### config.mk
export PLATFORM = sky130hd
export DESIGN_NAME = branch_pc_unit
export DESIGN_NICKNAME = d
export VERILOG_FILES = /design/src/rtl/bpu_pkg.sv /design/src/rtl/bpu_decode.sv /design/src/rtl/bpu_cond_eval.sv /design/src/rtl/bpu_target.sv /design/src/rtl/branch_pc_unit.sv
export SDC_FILE = /design/constraint.sdc
export NUM_CORES = 1
export LEC_CHECK = 0
export BUFFER_PORTS_ARGS = -buffer_cell sky130_fd_sc_hd__buf_2
export CAP_MARGIN = 10
export CORE_MARGIN = 4
export CORE_UTILIZATION = 58
export DETAILED_ROUTE_END_ITERATION = 10
export PLACE_DENSITY = 0.86
export SETUP_SLACK_MARGIN = 0.1
export SLEW_MARGIN = 20
export SYNTH_ARGS = -nofsm -noshare
export SYNTH_HDL_FRONTEND = slang
export SYNTH_SLANG_ARGS = --single-unit
### constraint.sdc
create_clock -name clk -period 6.2 [get_ports clk]
set_input_delay 0.93 -clock clk [delete_from_list [all_inputs] [get_ports clk]]
set_output_delay 0.93 -clock clk [all_outputs]
set_load 0.01 [all_outputs]
### src/rtl/bpu_pkg.sv
// Package: shared types and operation-code values for the branch/PC unit.
// Assumes a 5-bit jump operation code taken from the low bits of byte one.
package bpu_pkg;

    localparam int OP_W = 5;

    localparam logic [OP_W-1:0] OPC_REL_ALWAYS = 5'h00;
    localparam logic [OP_W-1:0] OPC_REL_ZSET   = 5'h02;
    localparam logic [OP_W-1:0] OPC_REL_ZCLR   = 5'h03;
    localparam logic [OP_W-1:0] OPC_REL_CSET   = 5'h04;
    localparam logic [OP_W-1:0] OPC_REL_CCLR   = 5'h05;
    localparam logic [OP_W-1:0] OPC_ABS_ALWAYS = 5'h0F;

    // Branch condition class produced by the decoder.
    typedef enum logic [2:0] {
        COND_ALWAYS,
        COND_Z_SET,
        COND_Z_CLR,
        COND_C_SET,
        COND_C_CLR,
        COND_ABSOLUTE,
        COND_UNDEFINED
    } cond_e;

    // Sequencing state of the unit.
    typedef enum logic {
        ST_RUN,
        ST_WAIT_WORD
    } pcu_state_e;

endpackage

### src/rtl/bpu_decode.sv
// Module: bpu_decode
// Maps a jump operation code onto a condition class.
// Assumes: purely combinational; codes that are not defined map to COND_UNDEFINED.
module bpu_decode
    import bpu_pkg::*;
(
    input  logic [OP_W-1:0] op,
    output cond_e           cond,
    output logic            undefined
);

    // Code-to-class lookup.
    always_comb begin
        unique case (op)
            OPC_REL_ALWAYS: cond = COND_ALWAYS;
            OPC_REL_ZSET:   cond = COND_Z_SET;
            OPC_REL_ZCLR:   cond = COND_Z_CLR;
            OPC_REL_CSET:   cond = COND_C_SET;
            OPC_REL_CCLR:   cond = COND_C_CLR;
            OPC_ABS_ALWAYS: cond = COND_ABSOLUTE;
            default:        cond = COND_UNDEFINED;
        endcase
    end

    // Flag for codes without meaning.
    always_comb undefined = (cond == COND_UNDEFINED);

endmodule

### src/rtl/bpu_cond_eval.sv
// Module: bpu_cond_eval
// Decides whether a relative jump is taken, from its class and the flags.
// Assumes: absolute and undefined classes never yield a relative take.
module bpu_cond_eval
    import bpu_pkg::*;
(
    input  cond_e cond,
    input  logic  flag_z,
    input  logic  flag_c,
    output logic  rel_take
);

    // Flag test per class.
    always_comb begin
        unique case (cond)
            COND_ALWAYS: rel_take = 1'b1;
            COND_Z_SET:  rel_take = flag_z;
            COND_Z_CLR:  rel_take = ~flag_z;
            COND_C_SET:  rel_take = flag_c;
            COND_C_CLR:  rel_take = ~flag_c;
            default:     rel_take = 1'b0;
        endcase
    end

endmodule

### src/rtl/bpu_target.sv
// Module: bpu_target
// Computes the next PC of a relative jump: the sequential address plus an
// optional sign-extended displacement, wrapping at PC_W bits.
// Assumes: DISP_W >= 1; INSTR_BYTES is the length of the jump instruction.
module bpu_target #(
    parameter int PC_W        = 16,
    parameter int DISP_W      = 8,
    parameter int INSTR_BYTES = 2
) (
    input  logic [PC_W-1:0]   pc_cur,
    input  logic [DISP_W-1:0] disp,
    input  logic              take,
    output logic [PC_W-1:0]   pc_next
);

    localparam logic [PC_W-1:0] SEQ_INC = PC_W'(INSTR_BYTES);

    logic [PC_W-1:0] disp_ext;
    logic [PC_W-1:0] pc_seq;

    // Sign extension or truncation, chosen by the width relation.
    generate
        if (PC_W > DISP_W) begin : g_extend
            always_comb disp_ext = {{(PC_W-DISP_W){disp[DISP_W-1]}}, disp};
        end else begin : g_trunc
            always_comb disp_ext = disp[PC_W-1:0];
        end
    endgenerate

    // Address after the jump instruction has been consumed.
    always_comb pc_seq = pc_cur + SEQ_INC;

    // Apply the displacement only when the jump is taken.
    always_comb pc_next = take ? (pc_seq + disp_ext) : pc_seq;

endmodule

### src/rtl/branch_pc_unit.sv
// Module: branch_pc_unit (top)
// Holds the program counter and executes jump-class instructions:
// flag-conditioned relative jumps and an absolute jump that waits for the
// following instruction word. Assumes step_en marks one jump instruction per
// cycle. Synchronous active-low reset.
module branch_pc_unit
    import bpu_pkg::*;
#(
    parameter int PC_W        = 16,
    parameter int DISP_W      = 8,
    parameter int INSTR_BYTES = 2
) (
    input  logic              clk,
    input  logic              rst_n,
    input  logic              step_en,
    input  logic [OP_W-1:0]   jump_op,
    input  logic [DISP_W-1:0] disp_byte,
    input  logic              flag_z,
    input  logic              flag_c,
    input  logic [PC_W-1:0]   word_data,
    input  logic              word_valid,
    output logic [PC_W-1:0]   pc,
    output logic              taken,
    output logic              illegal,
    output logic              stall
);

    localparam logic [PC_W-1:0] SEQ_INC = PC_W'(INSTR_BYTES);

    cond_e           cond;
    logic            undefined;
    logic            rel_take;
    logic [PC_W-1:0] rel_next;
    pcu_state_e      state_q, state_d;
    logic [PC_W-1:0] pc_q, pc_d;
    logic            taken_q, taken_d;
    logic            illegal_q, illegal_d;

    bpu_decode u_decode (
        .op        (jump_op),
        .cond      (cond),
        .undefined (undefined)
    );

    bpu_cond_eval u_eval (
        .cond     (cond),
        .flag_z   (flag_z),
        .flag_c   (flag_c),
        .rel_take (rel_take)
    );

    bpu_target #(
        .PC_W        (PC_W),
        .DISP_W      (DISP_W),
        .INSTR_BYTES (INSTR_BYTES)
    ) u_target (
        .pc_cur  (pc_q),
        .disp    (disp_byte),
        .take    (rel_take),
        .pc_next (rel_next)
    );

    // Next-state selection for PC, pulses and the wait state.
    always_comb begin
        state_d   = state_q;
        pc_d      = pc_q;
        taken_d   = 1'b0;
        illegal_d = 1'b0;
        if (state_q == ST_WAIT_WORD) begin
            if (word_valid) begin
                pc_d    = word_data;
                taken_d = 1'b1;
                state_d = ST_RUN;
            end
        end else if (step_en) begin
            if (cond == COND_ABSOLUTE) begin
                if (word_valid) begin
                    pc_d    = word_data;
                    taken_d = 1'b1;
                end else begin
                    state_d = ST_WAIT_WORD;
                end
            end else begin
                pc_d      = rel_next;
                taken_d   = rel_take;
                illegal_d = undefined;
            end
        end
    end

    // State registers with synchronous reset.
    always_ff @(posedge clk) begin
        if (!rst_n) begin
            state_q   <= ST_RUN;
            pc_q      <= '0;
            taken_q   <= 1'b0;
            illegal_q <= 1'b0;
        end else begin
            state_q   <= state_d;
            pc_q      <= pc_d;
            taken_q   <= taken_d;
            illegal_q <= illegal_d;
        end
    end

    assign pc      = pc_q;
    assign taken   = taken_q;
    assign illegal = illegal_q;
    assign stall   = (state_q == ST_WAIT_WORD);

    // Assertions guarding the sequencing logic.
    AST_RESET_CLEAN: assert property (@(posedge clk) disable iff (!rst_n)
        $rose(rst_n) |-> (pc == '0 && !taken && !illegal && !stall));

    AST_STALL_HOLDS: assert property (@(posedge clk) disable iff (!rst_n)
        (stall && !word_valid) |=> (stall && $stable(pc) && !taken));

    AST_WORD_LOADS: assert property (@(posedge clk) disable iff (!rst_n)
        (stall && word_valid) |=> (taken && !stall && pc == $past(word_data)));

    AST_REL_STEP: assert property (@(posedge clk) disable iff (!rst_n)
        (!stall && step_en && jump_op != OPC_ABS_ALWAYS)
            |=> (taken || pc == $past(pc) + SEQ_INC));

    AST_ILLEGAL_NOT_TAKEN: assert property (@(posedge clk) disable iff (!rst_n)
        illegal |-> !taken);

    AST_IDLE_HOLDS: assert property (@(posedge clk) disable iff (!rst_n)
        (!stall && !step_en) |=> ($stable(pc) && !taken && !illegal));

endmodule

==> results of run 1 <==
-- stage by stage --
step                setup slack [ps]  hold WS (ps)
finish                          3110           534
floorplan                       3150           540
global route                    2850           554
global placement                2930           499
detailed placement              2910           521
CTS                             3150           538
-- worst max path at each step --
stage,slack [ps],to
6_report,3110,pc[14]
5_1_grt,2850,pc[14]
4_1_cts,3150,pc[14]
3_5_place_dp,2910,pc[10]
3_3_place_gp,2930,pc[10]
2_1_floorplan,3150,pc[10]
-- final cells by class --
class	count	area, um2
Multi-Input combinational cell	226	1590
Timing Repair Buffer	55	280
Tap cell	46	57.6
Clock buffer	3	22.5
Inverter	5	18.8
Clock inverter	1	5.00
Sequential cell	19	380
Fill cell	310	1010
-- sequential cells by signal (all words and copies together) (netlist names) --
register  count
pc           16
illegal       1
stall         1
taken         1
-- power by group --
part | leakage (nW) | switching, mW | internal (mW) | total [mW]
Combinational | 0.887 | 0.0881 | 0.0716 | 0.160
Clock | 0.0177 | 0.0462 | 0.0242 | 0.0704
Sequential | 0.156 | 0.0123 | 0.130 | 0.143
-- layout by cell type, fill, tap and decap left out, types with 4 or more instances in the layout --
cell type	count
a211oi_1	5
and4_1	4
a21o_1	4
xor2_1	12
o21ai_0	21
xnor2_1	9
ha_1	20
a21oi_1	27
nor2_1	25
nor3_1	4
nand2_1	18
o221ai_1	15
nand4_1	5
nand3_1	12
mux2i_1	10
inv_1	5
dfxtp_1	19
buf_2	53
-- routing by layer --
metal	routed length (um)	vias to the layer above	GRT usage, %
li1	-	1085	-
met4	110	0	8.35
met1	2360	1011	32.8
met3	307	9	2.19
met5	0	-	0
met2	2660	77	44.0
-- critical path, stage by stage (launching register included) --
cell and delay, ps:
dfxtp_1 540, ha_1 340, nand4_1 160, xnor2_1 270
ha_1 310, a21o_1 180, a21o_1 170, a221o_1 340
a21oi_1 290, o21ai_0 180, mux2i_1 170, nor2_1 60
-- cells by family after synthesis --
family	Yosys count	synth area share [%]
adder cells (fa/ha/maj)	21	13.4
AND/OR/NAND/NOR	88	22.6
buffers and inverters	14	2.72
AO/OA/AOI/OAI	86	28.4
flip-flops	19	18.8
multiplexers	10	4.95
XOR/XNOR	21	9.10
==> results.toml, run 1 <==
[outcome]
status = "completed"

[floorplanning]
io_pins = 54
die_w_um = 67.0
num_rows = 21
dieArea_um2 = 4500
start_util_pct = 60.1
core_um2 = 3360
die_h_um = 67.0

[critical_path]
start_kind = "register"
critPathCaptureType = "register"
crit_start = "pc[1]"
r2r_start = "pc[1]"
required_ps = 6430
arrival_ps = 3320
path_class = "register to register"
timing.rr.end = "pc[14]"
reg2reg_depth = 11
cp_max_fo = 10
r2r_setup_slack_ps = 3110

[sta]
timing.final.crit_share_pct = 49.9
slew_violations = 0
worstMarginPinSlew_ps = 1090
finalClockSkew_ps = 2.49
fin_tns_setup_ps = 0
finalSetupViolations = 0
hold_violations = 0
rsz0062_at_grt = "no"
max_freq_mhz = 323
relSlewSlack_pct = 26.9
period_needed_ps = 3090

[routing]
vias = 2182
post_drt_wl_per_cell_um = 15.3
vias_per_cell = 6.15
finalWirelength_um = 5430
drt-pass1-iter-count = 4
drtIter0Drc = 126
drc = 0
drtAntennaViolNets = 0

[logic_synthesis]
yosysSeqAreaShare_pct = 18.8
yosys.cell_types.count = 45
yosysWarnings = 0
synth_cells = 259
yosys-top-cells-area = "dfxtp_1, ha_1, a21oi_1, o221ai_1, o21ai_0"
synthArstFlopShare_pct = 0
synth_flop_cell = "dfxtp_1"
syn_nets = 315
synth_common_cells = "a21oi_1, nor2_1, o21ai_0"
syn-cell-area_um2 = 2020
yosysMostFrequentCell = "a21oi_1"
syn_area_per_cell_um2 = 7.81
synth_edf_count = 0
ys_ff_latch = 19
synth.top_cell.area_share_pct = 18.8
synth.largest_area_cell = "dfxtp_1"

[power_and_ir_drop]
p_leak_nw = 1.06
p_per_area_nw_per_um2 = 159
ir_worst_vdd_mv = 0.101
power_mw = 0.373

[layout]
fin_cells = 355
final_nets = 366
layout-drive-gt1-share_pct = 21.4
diodes = 0
postLayoutCellArea_um2 = 2350
area_growth_pct = 16.3
fin_util_pct = 69.9

[placed_design]
dpl-instance-area_um2 = 2320
dp_hpwl_um = 4110
gp_routability_congestion = 0.938
dp.cells = 351
numPortBuffers = 53

[global_routing]
grt_first_pass_wirelength_um = 8800
grt_max_degree = 27
antenna_found_initial = 0
grtUsageTotal_pct = 25.5
grt_pass1_vias = 1953
grt-ovfl-total = 0

[clock_tree]
cts_resized = 0
cts_tree = "done"
cts_hold_buf = 0
cts_made_buffers = 3
cts-root-buf = "clkbuf_4"
post-cts-setup-buffers = 0
cts_max_level = 1
clock_latency_ps = 320
cts_max_path_buffers = 2
clk_pin_slew_ps = 120
clock-sinks = 19

[worst_hold_path]
holdPathEnd = "illegal"
holdPathStages = 1
min_path_type = "register to register"
worstHoldStart = "stall"

[job]
drv_cap = 0
Note: power is estimated with default switching activity, not from simulation.
==> run 2, diff against run 1 <==
--- a/config.mk
+++ b/config.mk
@@ -5,12 +5,13 @@
 export SDC_FILE = /design/constraint.sdc
 export NUM_CORES = 1
 export LEC_CHECK = 0
+export ABC_AREA = 1
 export BUFFER_PORTS_ARGS = -buffer_cell sky130_fd_sc_hd__buf_2
 export CAP_MARGIN = 10
 export CORE_MARGIN = 4
-export CORE_UTILIZATION = 58
+export CORE_UTILIZATION = 56
 export DETAILED_ROUTE_END_ITERATION = 10
-export PLACE_DENSITY = 0.86
+export PLACE_DENSITY = 0.81
 export SETUP_SLACK_MARGIN = 0.1
 export SLEW_MARGIN = 20
 export SYNTH_ARGS = -nofsm -noshare
==> constraint.sdc (replaced) <==
create_clock -name clk -period 2.9 [get_ports clk]
set_input_delay 0.435 -clock clk [delete_from_list [all_inputs] [get_ports clk]]
set_output_delay 0.435 -clock clk [all_outputs]
set_load 0.01 [all_outputs]
==> results.toml, run 2 <==
[sta]
fin_tns_setup_ps = 0
max_freq_mhz = 388
timing.final.crit_share_pct = 88.8
hold_violations = 0
finalSetupViolations = 0
period_needed_ps = 2570
hold_ws_ps = 424
rsz0062_at_grt = "no"
finalClockSkew_ps = 1.59
slew_violations = 0
relSlewSlack_pct = 58.1
worstMarginPinSlew_ps = 627

[placed_design]
dp_hpwl_um = 5520
gp_routability_congestion = 0.924
numPortBuffers = 53

[logic_synthesis]
synth_common_cells = "nand2_1, a21oi_1, nand3_1"
synth_cells = 438
synth.top_cell.area_share_pct = 22.8
yosys-top-cells-area = "nand2_1, dfxtp_1, a21oi_1, ha_1, nand3_1"
synthArstFlopShare_pct = 0
synth.largest_area_cell = "nand2_1"
synth_flop_cell = "dfxtp_1"
syn-cell-area_um2 = 2510
yosysMostFrequentCell = "nand2_1"
yosysWarnings = 0
synth_edf_count = 0
yosys.cell_types.count = 31
ys_ff_latch = 19
syn_nets = 494
yosysSeqAreaShare_pct = 15.1
syn_area_per_cell_um2 = 5.74

[power_and_ir_drop]
p_leak_nw = 1.53
ir_worst_vdd_mv = 0.260
p_per_area_nw_per_um2 = 268

[critical_path]
path_class = "register to register"
cpMostUsedCell = "nand3_1"
required_ps = 3080
start_kind = "register"
critPathCaptureType = "register"
critPathMaxStageDelay_ps = 370
slowest_stage = "dfxtp_2"
cp_cell_sequence = "ha_1 > nand3_1 > nor2_4 > xor2_1 > ha_1 > nand2_1 > nor2_1 > o21ai_0 > nand3_1 > nand2_1 > nand3_1 > nand3_1 > nand2_1 > a21oi_1"
cp_max_fo = 6
arrival_ps = 2750

[routing]
vias_per_cell = 5.50
drc = 0
drtIter0Drc = 286
finalWirelength_um = 7040
post_drt_wl_per_cell_um = 13.1
drt-pass1-iter-count = 5
vias = 2963
drtAntennaViolNets = 0

[global_routing]
grtUsageTotal_pct = 25.9
grt-ovfl-total = 0
grt_pass1_vias = 2540
antenna_found_initial = 0
grt_first_pass_wirelength_um = 11500
grt_max_degree = 28

[clock_tree]
cts_made_buffers = 3
cts_hold_buf = 0
cts_max_path_buffers = 2
cts-root-buf = "clkbuf_8"
clock_latency_ps = 250
clk_pin_slew_ps = 70
clock-sinks = 19
cts_max_level = 1
cts_tree = "done"

[floorplanning]
num_rows = 24
die_h_um = 75.0
start_util_pct = 57.8
core_um2 = 4350
die_w_um = 75.0
dieArea_um2 = 5630
io_pins = 54

[layout]
final_cell_mix = "nand2_1, a21oi_1, buf_2, inv_1, nand3_1"
diodes = 0
fillCellCount = 414
largest_register_ffs = 16
multi_input_comb_area_um2 = 1940
final_nets = 544
layout-drive-gt1-share_pct = 17.9
regArea_um2 = 387
final_common_cell = "nand2_1"
area_growth_pct = 15.3

[outcome]
status = "completed"

[job]
drv_cap = 0

[worst_hold_path]
min_path_type = "primary input to register"
run 2: power by group:
| group | internal, mW | switching (mW) |
|---|---|---|
| clock network | 0.0977 | 0.0889 |
| logic | 0.113 | 0.188 |
| registers | 0.274 | 0.0167 |
| total | 0.485 | 0.293 |
run 2: layer usage:
layer | track usage, % | wire (um) | vias up
li1 | - | - | 1529
met1 | 38.1 | 3200 | 1313
met2 | 40.4 | 3190 | 115
met3 | 3.20 | 598 | 6
met4 | 5.73 | 50 | 0
met5 | 0 | 0 | -
run 2: critical path, delay by kind of cell, from the launching register on:
kind	cells	cell delay, ps
simple gates	9	950
compound gates	2	380
fa+ha+maj	2	490
flops	1	370
xor+xnor	1	290
run 2: final timing paths:
kind / slack [ps] / startpoint / end / cells after the start
worst max-delay path: 330 / pc[1] / pc[12] / 14
worst min register to register: 500 / pc[0] / pc[0] / 2
worst min-delay path: 420 / rst_n / pc[0] / 3
worst max register to register: 330 / pc[1] / pc[12] / 14
run 2: cell families after synthesis:
kind of cell | count (synthesis) | synth area share, %
buf+inv | 58 | 9.55
simple gates | 250 | 43.2
compound gates | 74 | 15.8
flops | 19 | 15.1
fa+ha+maj | 21 | 10.7
xor+xnor | 16 | 5.57
run 2: cell type report:
cell class / count / share of cell area [%]
well taps: 52 / 2.24
repair buffers: 56 / 9.93
inverters: 47 / 6.09
flip-flops and latches: 19 / 13.3
clock buffers: 4 / 1.55
multi-input cells: 361 / 66.9
run 2: metrics by stage:
| step | cell area (um2) | utilization [%] | std cells | power [mW] | worst slack (ps) |
|---|---|---|---|---|---|
| floorplan | 2510 | - | 438 | 0.499 | 515 |
| global placement | 2800 | 64.3 | 534 | 0.584 | 319 |
| detailed placement | 2800 | 64.3 | 534 | 0.588 | 246 |
| CTS | 2840 | 65.3 | 538 | 0.774 | 234 |
| global route | 2900 | 66.6 | 539 | 0.835 | 106 |
| finish | 2900 | 66.6 | 539 | 0.778 | 325 |
run 2: repair_timing:
item                                    CTS  global route
endpoints found under the setup margin    0             7
buffers inserted                          0             1
hold endpoints to repair                  0             0
gates resized for setup                   0            13
==> run 3, diff against run 2 <==
--- a/config.mk
+++ b/config.mk
@@ -12,6 +12,7 @@
 export CORE_UTILIZATION = 56
 export DETAILED_ROUTE_END_ITERATION = 10
 export PLACE_DENSITY = 0.81
+export RECOVER_POWER = 100
 export SETUP_SLACK_MARGIN = 0.1
 export SLEW_MARGIN = 20
 export SYNTH_ARGS = -nofsm -noshare
==> results.toml, run 3 (synthesis gave the netlist of run 2 again) <==
[outcome]
status = "completed"

[clock_tree]
clock_latency_ps = 260
clk_pin_slew_ps = 70
cts_made_buffers = 3
clock-sinks = 19
cts-root-buf = "clkbuf_8"
cts_max_path_buffers = 2
cts_tree = "done"
cts_max_level = 1

[routing]
drtIter0Drc = 258
drtAntennaViolNets = 0
vias_per_cell = 5.49
drc = 0
finalWirelength_um = 7050
vias = 2961
post_drt_wl_per_cell_um = 13.1
drt-pass1-iter-count = 5

[sta]
slew_violations = 0
max_freq_mhz = 381
relSlewSlack_pct = 52.8
fin_tns_setup_ps = 0
hold_violations = 0
setup_slack_ps = 274
finalSetupViolations = 0
worstMarginPinSlew_ps = 706
finalClockSkew_ps = 3.16
period_needed_ps = 2630
timing.final.crit_share_pct = 90.5
rsz0062_at_grt = "no"
hold_ws_ps = 423

[power_and_ir_drop]
p_per_area_nw_per_um2 = 271
p_leak_nw = 1.48
power_frac_comb_pct = 38.4
ir_worst_vdd_mv = 0.259
internal_power_mw = 0.482
clockPowerShare_pct = 24.2
power_switching_mw = 0.294
switching_share_pct = 37.9
power_mw = 0.776
pwr-share-seq_pct = 37.4

[placed_design]
preCtsSetupSlack_ps = 246
dp_hpwl_um = 5520
gp_routability_congestion = 0.924
numPortBuffers = 53

[worst_hold_path]
worstHoldStart = "rst_n"
min_path_type = "primary input to register"

[floorplanning]
dieArea_um2 = 5630
die_w_um = 75.0
core_um2 = 4350
io_pins = 54
die_h_um = 75.0
start_util_pct = 57.8
num_rows = 24

[layout]
final_nets = 544
fillCellCount = 430
final_common_cell = "nand2_1"
regArea_um2 = 384
diodes = 0
largest_register_ffs = 16
layout-drive-gt1-share_pct = 13.3
final_cell_mix = "nand2_1, a21oi_1, inv_1, nand3_1, buf_2"
multi_input_comb_area_um2 = 1920
area_growth_pct = 13.8

[critical_path]
critPathCaptureType = "register"
path_class = "register to register"
arrival_ps = 2800
r2r_start = "pc[6]"
start_kind = "register"
cp_max_fo = 6
required_ps = 3080
crit_start = "pc[6]"

[global_routing]
grt_pass1_vias = 2540
grtUsageTotal_pct = 25.9
grt_first_pass_wirelength_um = 11500
grt_max_degree = 28
antenna_found_initial = 0
grt-ovfl-total = 0

[job]
drv_cap = 0
-- run 3: path summary, 6_finish.rpt --
| check | slack (ps) | end | depth (start not counted) |
|---|---|---|---|
| worst min-delay path | 420 | pc[0] | 3 |
| worst min register to register | 500 | pc[0] | 2 |
| worst max-delay path | 270 | pc[12] | 13 |
| worst max register to register | 270 | pc[12] | 13 |
-- run 3: per-layer routing --
layer	part of all wire (%)	routed length, um	GRT usage, %	vias to the layer above
met5	0	0	0	-
met4	0.77	54	5.73	0
met3	7.8	547	3.20	8
met2	45	3190	40.4	120
met1	46	3260	38.1	1307
li1	-	-	-	1526
-- run 3: power by group through the flow --
stage	clock network, mW	registers (mW)	logic, mW
after global placement	0	0.294	0.290
after CTS	0.190	0.288	0.296
after global routing	0.204	0.292	0.335
final	0.188	0.290	0.298
after detailed placement	0	0.294	0.293
after floorplan	0	0.298	0.201
-- run 3: layout make-up --
| class | count | share of cell area [%] |
|---|---|---|
| multi-input combinational | 361 | 67.1 |
| sequential | 19 | 13.4 |
| timing repair buffer | 56 | 9.44 |
| inverter | 47 | 6.16 |
| tap | 52 | 2.27 |
| clock buffer | 4 | 1.57 |
-- run 3: worst max-delay path, cell delays in order, from the launching register on --
cell	delay (ps)
dfxtp_1	470
nand2_1	190
nor2_4	220
xor2_1	290
ha_1	340
nand2_1	150
nor2_1	80
o21ai_0	270
nand3_1	110
nand2_1	70
nand3_1	70
nand3_1	110
nand2_1	60
a21oi_1	110
-- run 3: timing repair --
item,CTS,global route
endpoints found under the setup margin,0,7
gates resized for setup,0,13
setup buffers,0,1
hold buffers,0,0
-- run 3: per-stage QoR --
stage | instance area (um2) | instances | utilization [%]
2_1_floorplan | 2510 | 438 | -
3_3_place_gp | 2800 | 534 | 64.3
3_5_place_dp | 2800 | 534 | 64.3
4_1_cts | 2840 | 538 | 65.3
5_1_grt | 2860 | 539 | 65.7
6_report | 2860 | 539 | 65.7
